--- src/rtl/trim_pkg.sv ---
package trim_pkg;

    localparam int CFG_W     = 32;
    localparam int PERIOD_W  = 19;
    localparam int CODE_LSB  = 19;
    localparam int CODE_W    = 2;
    localparam int ENABLE_B  = 23;
    localparam int INC_W     = 2;

    typedef enum logic [CODE_W-1:0] {
        DIR_OFF0 = 2'd0,
        DIR_OFF1 = 2'd1,
        DIR_DROP = 2'd2,
        DIR_ADD  = 2'd3
    } dir_e;

    typedef enum logic [INC_W-1:0] {
        INC_NONE = 2'd0,
        INC_ONE  = 2'd1,
        INC_TWO  = 2'd2
    } inc_e;

    typedef struct packed {
        logic                enable;
        dir_e                dir;
        logic [PERIOD_W-1:0] period;
    } trim_cfg_t;

    function automatic trim_cfg_t unpack_cfg(input logic [CFG_W-1:0] w);
        trim_cfg_t c;
        c.enable = w[ENABLE_B];
        c.dir    = dir_e'(w[CODE_LSB +: CODE_W]);
        c.period = w[PERIOD_W-1:0];
        return c;
    endfunction

    function automatic logic cfg_active(input trim_cfg_t c);
        return c.enable && (c.dir == DIR_DROP || c.dir == DIR_ADD);
    endfunction

endpackage

--- src/rtl/trim_cfg_reg.sv ---
module trim_cfg_reg
    import trim_pkg::*;
(
    input  logic                clk,
    input  logic                rst,
    input  logic                wr_i,
    input  logic [CFG_W-1:0]    data_i,
    output logic                active_o,
    output logic                add_o,
    output logic [PERIOD_W-1:0] period_o
);

    trim_cfg_t cfg_q;

    always_ff @(posedge clk) begin
        if (rst) begin
            cfg_q <= '0;
        end else if (wr_i) begin
            cfg_q <= unpack_cfg(data_i);
        end
    end

    assign active_o = cfg_active(cfg_q);
    assign add_o    = (cfg_q.dir == DIR_ADD);
    assign period_o = cfg_q.period;


    period_field_chk: assert property (@(posedge clk) disable iff (rst)
        wr_i |=> period_o == $past(data_i[PERIOD_W-1:0]));


    enable_gate_chk: assert property (@(posedge clk) disable iff (rst)
        wr_i && !data_i[ENABLE_B] |=> !active_o);

endmodule

--- src/rtl/trim_period_ctr.sv ---
module trim_period_ctr
    import trim_pkg::*;
(
    input  logic                clk,
    input  logic                rst,
    input  logic                wr_i,
    input  logic                tick_i,
    input  logic                active_i,
    input  logic [PERIOD_W-1:0] period_i,
    output logic                fire_o
);

    logic [PERIOD_W-1:0] cnt_q;
    logic                at_end;

    assign at_end = (cnt_q == period_i);
    assign fire_o = tick_i && active_i && !wr_i && at_end;

    always_ff @(posedge clk) begin
        if (rst) begin
            cnt_q <= '0;
        end else if (wr_i) begin
            cnt_q <= '0;
        end else if (tick_i && active_i) begin
            cnt_q <= at_end ? '0 : cnt_q + 1'b1;
        end
    end


    restart_chk: assert property (@(posedge clk) disable iff (rst)
        wr_i |=> cnt_q == '0);


    wrap_chk: assert property (@(posedge clk) disable iff (rst)
        fire_o |=> cnt_q == '0);


    in_range_chk: assert property (@(posedge clk) disable iff (rst)
        active_i |-> cnt_q <= period_i);

endmodule

--- src/rtl/trim_inc_shaper.sv ---
module trim_inc_shaper
    import trim_pkg::*;
(
    input  logic             clk,
    input  logic             rst,
    input  logic             tick_i,
    input  logic             fire_i,
    input  logic             add_i,
    output logic [INC_W-1:0] inc_o
);

    inc_e inc_q;
    inc_e inc_d;

    always_comb begin
        inc_d = INC_NONE;
        if (tick_i) begin
            if (fire_i) begin
                inc_d = add_i ? INC_TWO : INC_NONE;
            end else begin
                inc_d = INC_ONE;
            end
        end
    end

    always_ff @(posedge clk) begin
        if (rst) begin
            inc_q <= INC_NONE;
        end else begin
            inc_q <= inc_d;
        end
    end

    assign inc_o = inc_q;


    idle_zero_chk: assert property (@(posedge clk) disable iff (rst)
        !tick_i |=> inc_o == INC_NONE);


    plain_tick_chk: assert property (@(posedge clk) disable iff (rst)
        tick_i && !fire_i |=> inc_o == INC_ONE);


    drop_chk: assert property (@(posedge clk) disable iff (rst)
        tick_i && fire_i && !add_i |=> inc_o == INC_NONE);


    add_chk: assert property (@(posedge clk) disable iff (rst)
        tick_i && fire_i && add_i |=> inc_o == INC_TWO);


    legal_code_chk: assert property (@(posedge clk) disable iff (rst)
        inc_o != 2'd3);

endmodule

--- src/rtl/sec_trimmer.sv ---
module sec_trimmer
    import trim_pkg::*;
(
    input  logic             clk,
    input  logic             rst,
    input  logic             cfg_wr_i,
    input  logic [31:0]      cfg_data_i,
    input  logic             tick_i,
    output logic [1:0]       inc_o
);

    logic                active;
    logic                add_dir;
    logic [PERIOD_W-1:0] period;
    logic                fire;

    trim_cfg_reg u_cfg (
        .clk      (clk),
        .rst      (rst),
        .wr_i     (cfg_wr_i),
        .data_i   (cfg_data_i),
        .active_o (active),
        .add_o    (add_dir),
        .period_o (period)
    );

    trim_period_ctr u_ctr (
        .clk      (clk),
        .rst      (rst),
        .wr_i     (cfg_wr_i),
        .tick_i   (tick_i),
        .active_i (active),
        .period_i (period),
        .fire_o   (fire)
    );

    trim_inc_shaper u_shp (
        .clk    (clk),
        .rst    (rst),
        .tick_i (tick_i),
        .fire_i (fire),
        .add_i  (add_dir),
        .inc_o  (inc_o)
    );


    load_tick_chk: assert property (@(posedge clk) disable iff (rst)
        cfg_wr_i && tick_i |=> inc_o == 2'd1);

endmodule

--- config.mk ---
export PLATFORM = sky130hd
export DESIGN_NAME = sec_trimmer
export DESIGN_NICKNAME = d
export VERILOG_FILES = /design/src/rtl/trim_pkg.sv /design/src/rtl/trim_cfg_reg.sv /design/src/rtl/trim_period_ctr.sv /design/src/rtl/trim_inc_shaper.sv /design/src/rtl/sec_trimmer.sv
export SDC_FILE = /design/constraint.sdc
export NUM_CORES = 1
export LEC_CHECK = 0
export ABC_AREA = 0
export ABC_CLOCK_PERIOD_IN_PS = 3200
export BUFFER_PORTS_ARGS = -buffer_cell sky130_fd_sc_hd__buf_4
export CAP_MARGIN = 20
export CORE_ASPECT_RATIO = 1.2
export CORE_MARGIN = 10
export CORE_UTILIZATION = 61
export CTS_BUF_LIST = sky130_fd_sc_hd__clkbuf_2 sky130_fd_sc_hd__clkbuf_4 sky130_fd_sc_hd__clkbuf_8
export DETAILED_ROUTE_END_ITERATION = 7
export PLACE_DENSITY = 0.87
export SLEW_MARGIN = 20
export SYNTH_ARGS = -nofsm -noshare
export SYNTH_HDL_FRONTEND = slang
export SYNTH_SLANG_ARGS = --single-unit
--- constraint.sdc ---
create_clock -name clk -period 3.2 [get_ports clk]
set_input_delay 0.48 -clock clk [delete_from_list [all_inputs] [get_ports clk]]
set_output_delay 0.48 -clock clk [all_outputs]
set_load 0.02 [all_outputs]
# Word-level counts from Yosys, hierarchy flattened
# Index checks and enable logic that the tools add are counted.
# totals
reg_bits	43
inputBits	36
output_inout_bits	2
word_cells	24
# classes
n_addsub	1
n_eq_ne	3
n_mux	3
bitwise_logic	2
n_reduce_logical	9
# op_table
operator	n
adder 19 x 1 -> 19 bit, second input constant	1
== test 19 bit	1
two-way mux 19 bit	1
== test 2 bit, second input constant	2
logical AND 1 bit	4
OR reduction 2 bit	2
OR reduction 3 bit	1
two-way mux 2 bit	1
inverter 1 bit	2
logical NOT 1 bit	1
logical OR 1 bit	1
two-way mux 1 bit	1

# Logic depth before layout (Yosys ltp)
# logic_depth
depth_word	8
depth_mapped	7
mapped_depth_nobuf	6

# Cells and area by module
# From an unflattened synthesis, not the netlist that was laid out.
# hier_totals
hier_cells	219
hier_area_um2	2090.8
# by_module_without_submodules
module	instances	cells_per_inst	area_per_inst_um2	seq_area_each_um2
trim_period_ctr	1	123	1076.0	380.4
trim_cfg_reg	1	92	957.2	440.4
trim_inc_shaper	1	4	57.6	40.0

# Worst setup path before layout
# No wires, ideal clock.
# synth_timing
kind	register to register
start	register u_ctr.cnt_q[4]
end	register u_ctr.cnt_q[11]
setup_time_ps	115
t_arrival_ps	1439
t_required_ps	3085
path_slack_ps	1646
path_stages_with_launch	8
path_buffers	2
period_less_slack_ps	1554
path_cell_list	dfxtp_1 buf_6 xor2_1 nor4_1 nand3_1 o21ai_4 buf_6 nor2_1
# synth_via
elab_chain_len	2
elab_cells_between_ends	3
classes_between	1 x add/sub; 1 x eq/ne; 1 x mux
# synth_lines
element	line_no	source
from (decl)	trim_period_ctr.sv:13	logic [PERIOD_W-1:0] cnt_q;
from (signal assigned)	trim_period_ctr.sv:25	cnt_q <= at_end ? '0 : cnt_q + 1'b1;
adder 19 x 1 -> 19 bit or == test 19 bit (tied branches)	trim_period_ctr.sv:25, trim_period_ctr.sv:16	
two-way mux 19 bit (*)	trim_period_ctr.sv:25	
# Every way passes the cells marked *; elsewhere a longest branch is shown, timed or not.
# A chain may end at the register's enable or synchronous reset.

# Worst setup path after layout
# layout_timing
start	register u_ctr.cnt_q[2]
end	register u_ctr.cnt_q[16]
# The elaborated chain is that of the path after synthesis.

==> run_results.csv <==
group,metric,value,unit
placed_design,dpl.hpwl,2.73,mm
route,drtAntennaViolNets,0,
final_layout,multi_input_comb_area,976,um2
pwr,p_leak,0.937,nW
run_status,status,"completed",
cts,cts.reportedPaths.clkPinSlew,0.12,ns
sta,slew_headroom,64.1,%
logic_synthesis,yosys_warnings,0,
logic_synthesis,synth_top_area_cell,"dfxtp_1",
route,drc_errors,0,
worst_setup_path,worst_ep_required_time,3.43,ns
worst_setup_path,critPathLaunchType,"flop",
sta,fmax,535,MHz
final_layout,regArea,861,um2
route,top_layer,"met4",
logic_synthesis,yosysSeqAreaShare,45.3,%
placed_design,gp_congestion,0.892,
worst_setup_path,arrival,2.10,ns
floorplan,dieWidth,70.9,um
worst_setup_path,reg2reg_slack,1.33,ns
pwr,peakVddDrop,0.375,mV
route,first_iter_violations,68,
cts,cts_setup_buffers,0,
floorplan,io_pins,38,
logic_synthesis,synthCells,200,
final_layout,n_fill_cell,263,
pwr,finalPower,912,uW
sta,fin_crit,1.87,ns
placed_design,portBuffers,27,
logic_synthesis,netlist_top_cells_area,"dfxtp_1 (45%), mux2i_1 (12%), xor2_1 (11%), nor2_1 (8.9%), xnor2_1 (6.0%)",
sta,clock_skew,0.0115,ns
route,vias,1392,
floorplan,coreArea,3030,um2
cts,ctsResizeCount,0,
final_layout,drive_above_1_share,16.4,%
route,drt-met1-wl,1.63,mm
cts,cts_sinks,43,
floorplan,start_util,62.7,%
final_layout,fin_area,2150,um2
floorplan,rows,22,
sta,setup_tns,0,ns
route,routed_wl,3.59,mm
worst_setup_path,r2r-end,"u_ctr.cnt_q[16]$_SDFFE_PP0N_",
sta,setup_viol,0,
floorplan,die_h,81.1,um
final_layout,syn_to_final_growth,13.3,%
logic_synthesis,synth_area,1900,um2
logic_synthesis,synth-seq-cells,43,
min_path,min_from,"cfg_data_i[20]",
global_routing,grt_first_pass_wirelength,6.21,mm
cts,clk_latency,0.35,ns
worst_setup_path,r2r_cells,5,
logic_synthesis,yosys.area.top_type_share,45.3,%
worst_setup_path,startpoint,"u_ctr.cnt_q[2]$_SDFFE_PP0N_",
cts,cts_tree,"built",
global_routing,antenna_found_initial,0,
floorplan,die_area,5760,um2
worst_setup_path,critPathKind,"reg2reg",
sta,finalMaxSlewViolations,0,
sta,timing.final.crit_share,58.4,%
cts,holdBufCountCts,0,
placed_design,pre_cts_slack,1.25,ns
final_layout,nNetsFinal,263,
route,firstDrtPassIters,4,
cts,cts_inserted_buffers,5,
cts,htree_num_levels,2,
sta,tightestPinTransition,0.536,ns
min_path,hold_path.class,"in2reg",
cts,clk_path_buf_depth,2,
worst_setup_path,r2r-start,"u_ctr.cnt_q[2]$_SDFFE_PP0N_",
final_layout,antenna_cells,0,
worst_setup_path,cp_max_fo,19,
global_routing,track_usage,13.2,%
logic_synthesis,syn_avg_cell_area,9.50,um2
worst_setup_path,critical_path.endpoint,"u_ctr.cnt_q[16]$_SDFFE_PP0N_",
route,met2_length,1.68,mm
sta,hold_viol,0,
run,maxCapViolCount,0,
placed_design,dpl_cell_area,2100,um2
worst_setup_path,cp-end-kind,"flop",
route,post_drt_wl_per_cell,13.7,um
logic_synthesis,synthesis.nets,237,
route,vias_per_cell,5.31,
route,wl_met3,212,um
logic_synthesis,yosysUniqueCellTypes,21,
cts,cts_root_buf,"clkbuf_4",
sta,setup_slack,1.33,ns
global_routing,grt_pass1_vias,1374,
sta,rsz0062_at_grt,"false",
pwr,power-per-cell-area,424,nW/um2
global_routing,grt_start_max_net_pins,25,
global_routing,gr-total-overflow,0,
[worst max-delay path, cell delays in order, from the launching register on]
cell and delay (ns):
dfxtp_1 0.46, xor2_1 0.10, nor4_1 0.31, nand3_1 0.24, o21ai_4 0.52, nor2_1 0.11
[cell usage in the layout (no fill, tap or decap), drive strengths merged, types with 3 or more instances in the layout]
cell type,synthesis,routed
mux2i,23,23
buf,5,27
xor2,24,24
and4,3,3
xnor2,13,13
dfxtp,43,43
nor2,47,47
nand4,6,6
nor3,6,6
nand2,6,6
nand3,6,6
nor4,6,6
inv,3,3
clkbuf,3,6
[synthesized netlist by cell type]
cell	instances
nor2_2	2
o21ai_4	1
buf_4	1
nor4_1	6
xor2_1	24
nor3b_1	2
nand2_1	6
inv_1	3
and3_1	2
mux2i_1	23
nand3_1	6
nor3_1	6
nor2_1	45
xnor2_1	13
and4_1	3
buf_2	2
ha_1	1
clkbuf_1	3
dfxtp_1	43
buf_6	2
nand4_1	6
[power breakdown]
part | switching, mW | internal [mW] | total [mW]
Sequential | 0.0119 | 0.552 | 0.564
Combinational | 0.0389 | 0.0463 | 0.0851
Clock | 0.161 | 0.102 | 0.262
Total | 0.211 | 0.700 | 0.912
[how the worst min path moves through the flow]
stage / slack (ns) / depth (start not counted) / end
3_3_place_gp: 0.43 / 2 / u_shp.inc_o[1]$_SDFF_PP0_
5_1_grt: 0.34 / 3 / u_cfg.period_o[3]$_SDFFE_PP0P_
3_5_place_dp: 0.43 / 2 / u_shp.inc_o[1]$_SDFF_PP0_
2_1_floorplan: 0.41 / 2 / u_shp.inc_o[1]$_SDFF_PP0_
6_report: 0.36 / 3 / u_cfg.cfg_q[20]$_SDFFE_PP0P_
4_1_cts: 0.35 / 3 / u_cfg.cfg_q[20]$_SDFFE_PP0P_
[state kept, by name, summed over array words and instances (netlist names)]
signal,count
u_cfg.cfg_q,3
u_cfg.period_o,19
u_ctr.cnt_q,19
u_shp.inc_o,2
[cell type report]
type,instances,share of cell area [%]
Timing Repair Buffer,27,9.42
Sequential cell,43,40.0
Tap cell,36,2.09
Clock buffer,6,2.38
Inverter,3,0.523
Multi-Input combinational cell,146,45.3
Clock inverter,1,0.233
[per-layer routing]
layer	global-route usage, %	vias to the layer above
li1	-	719
met1	15.6	639
met2	21.2	29
met3	5.49	5
met4	4.65	0
met5	0	-
[logic make-up after synthesis]
logic type / Yosys count / share of synthesized area (%)
fa+ha+maj: 1 / 0.659
xor+xnor: 37 / 17.1
buf+inv: 11 / 3.29
simple gates: 84 / 20.7
compound gates: 1 / 0.857
flops: 43 / 45.3
mux: 23 / 12.1
[through the flow]
stage / util [%] / hold slack [ns] / cells
after global routing: 71.1 / 0.337 / 262
after CTS: 71.1 / 0.347 / 262
final: 71.1 / 0.356 / 262
after floorplan: - / 0.414 / 200
after global placement: 69.2 / 0.430 / 255
after detailed placement: 69.2 / 0.429 / 255
Power figures use the tool's default switching activity.
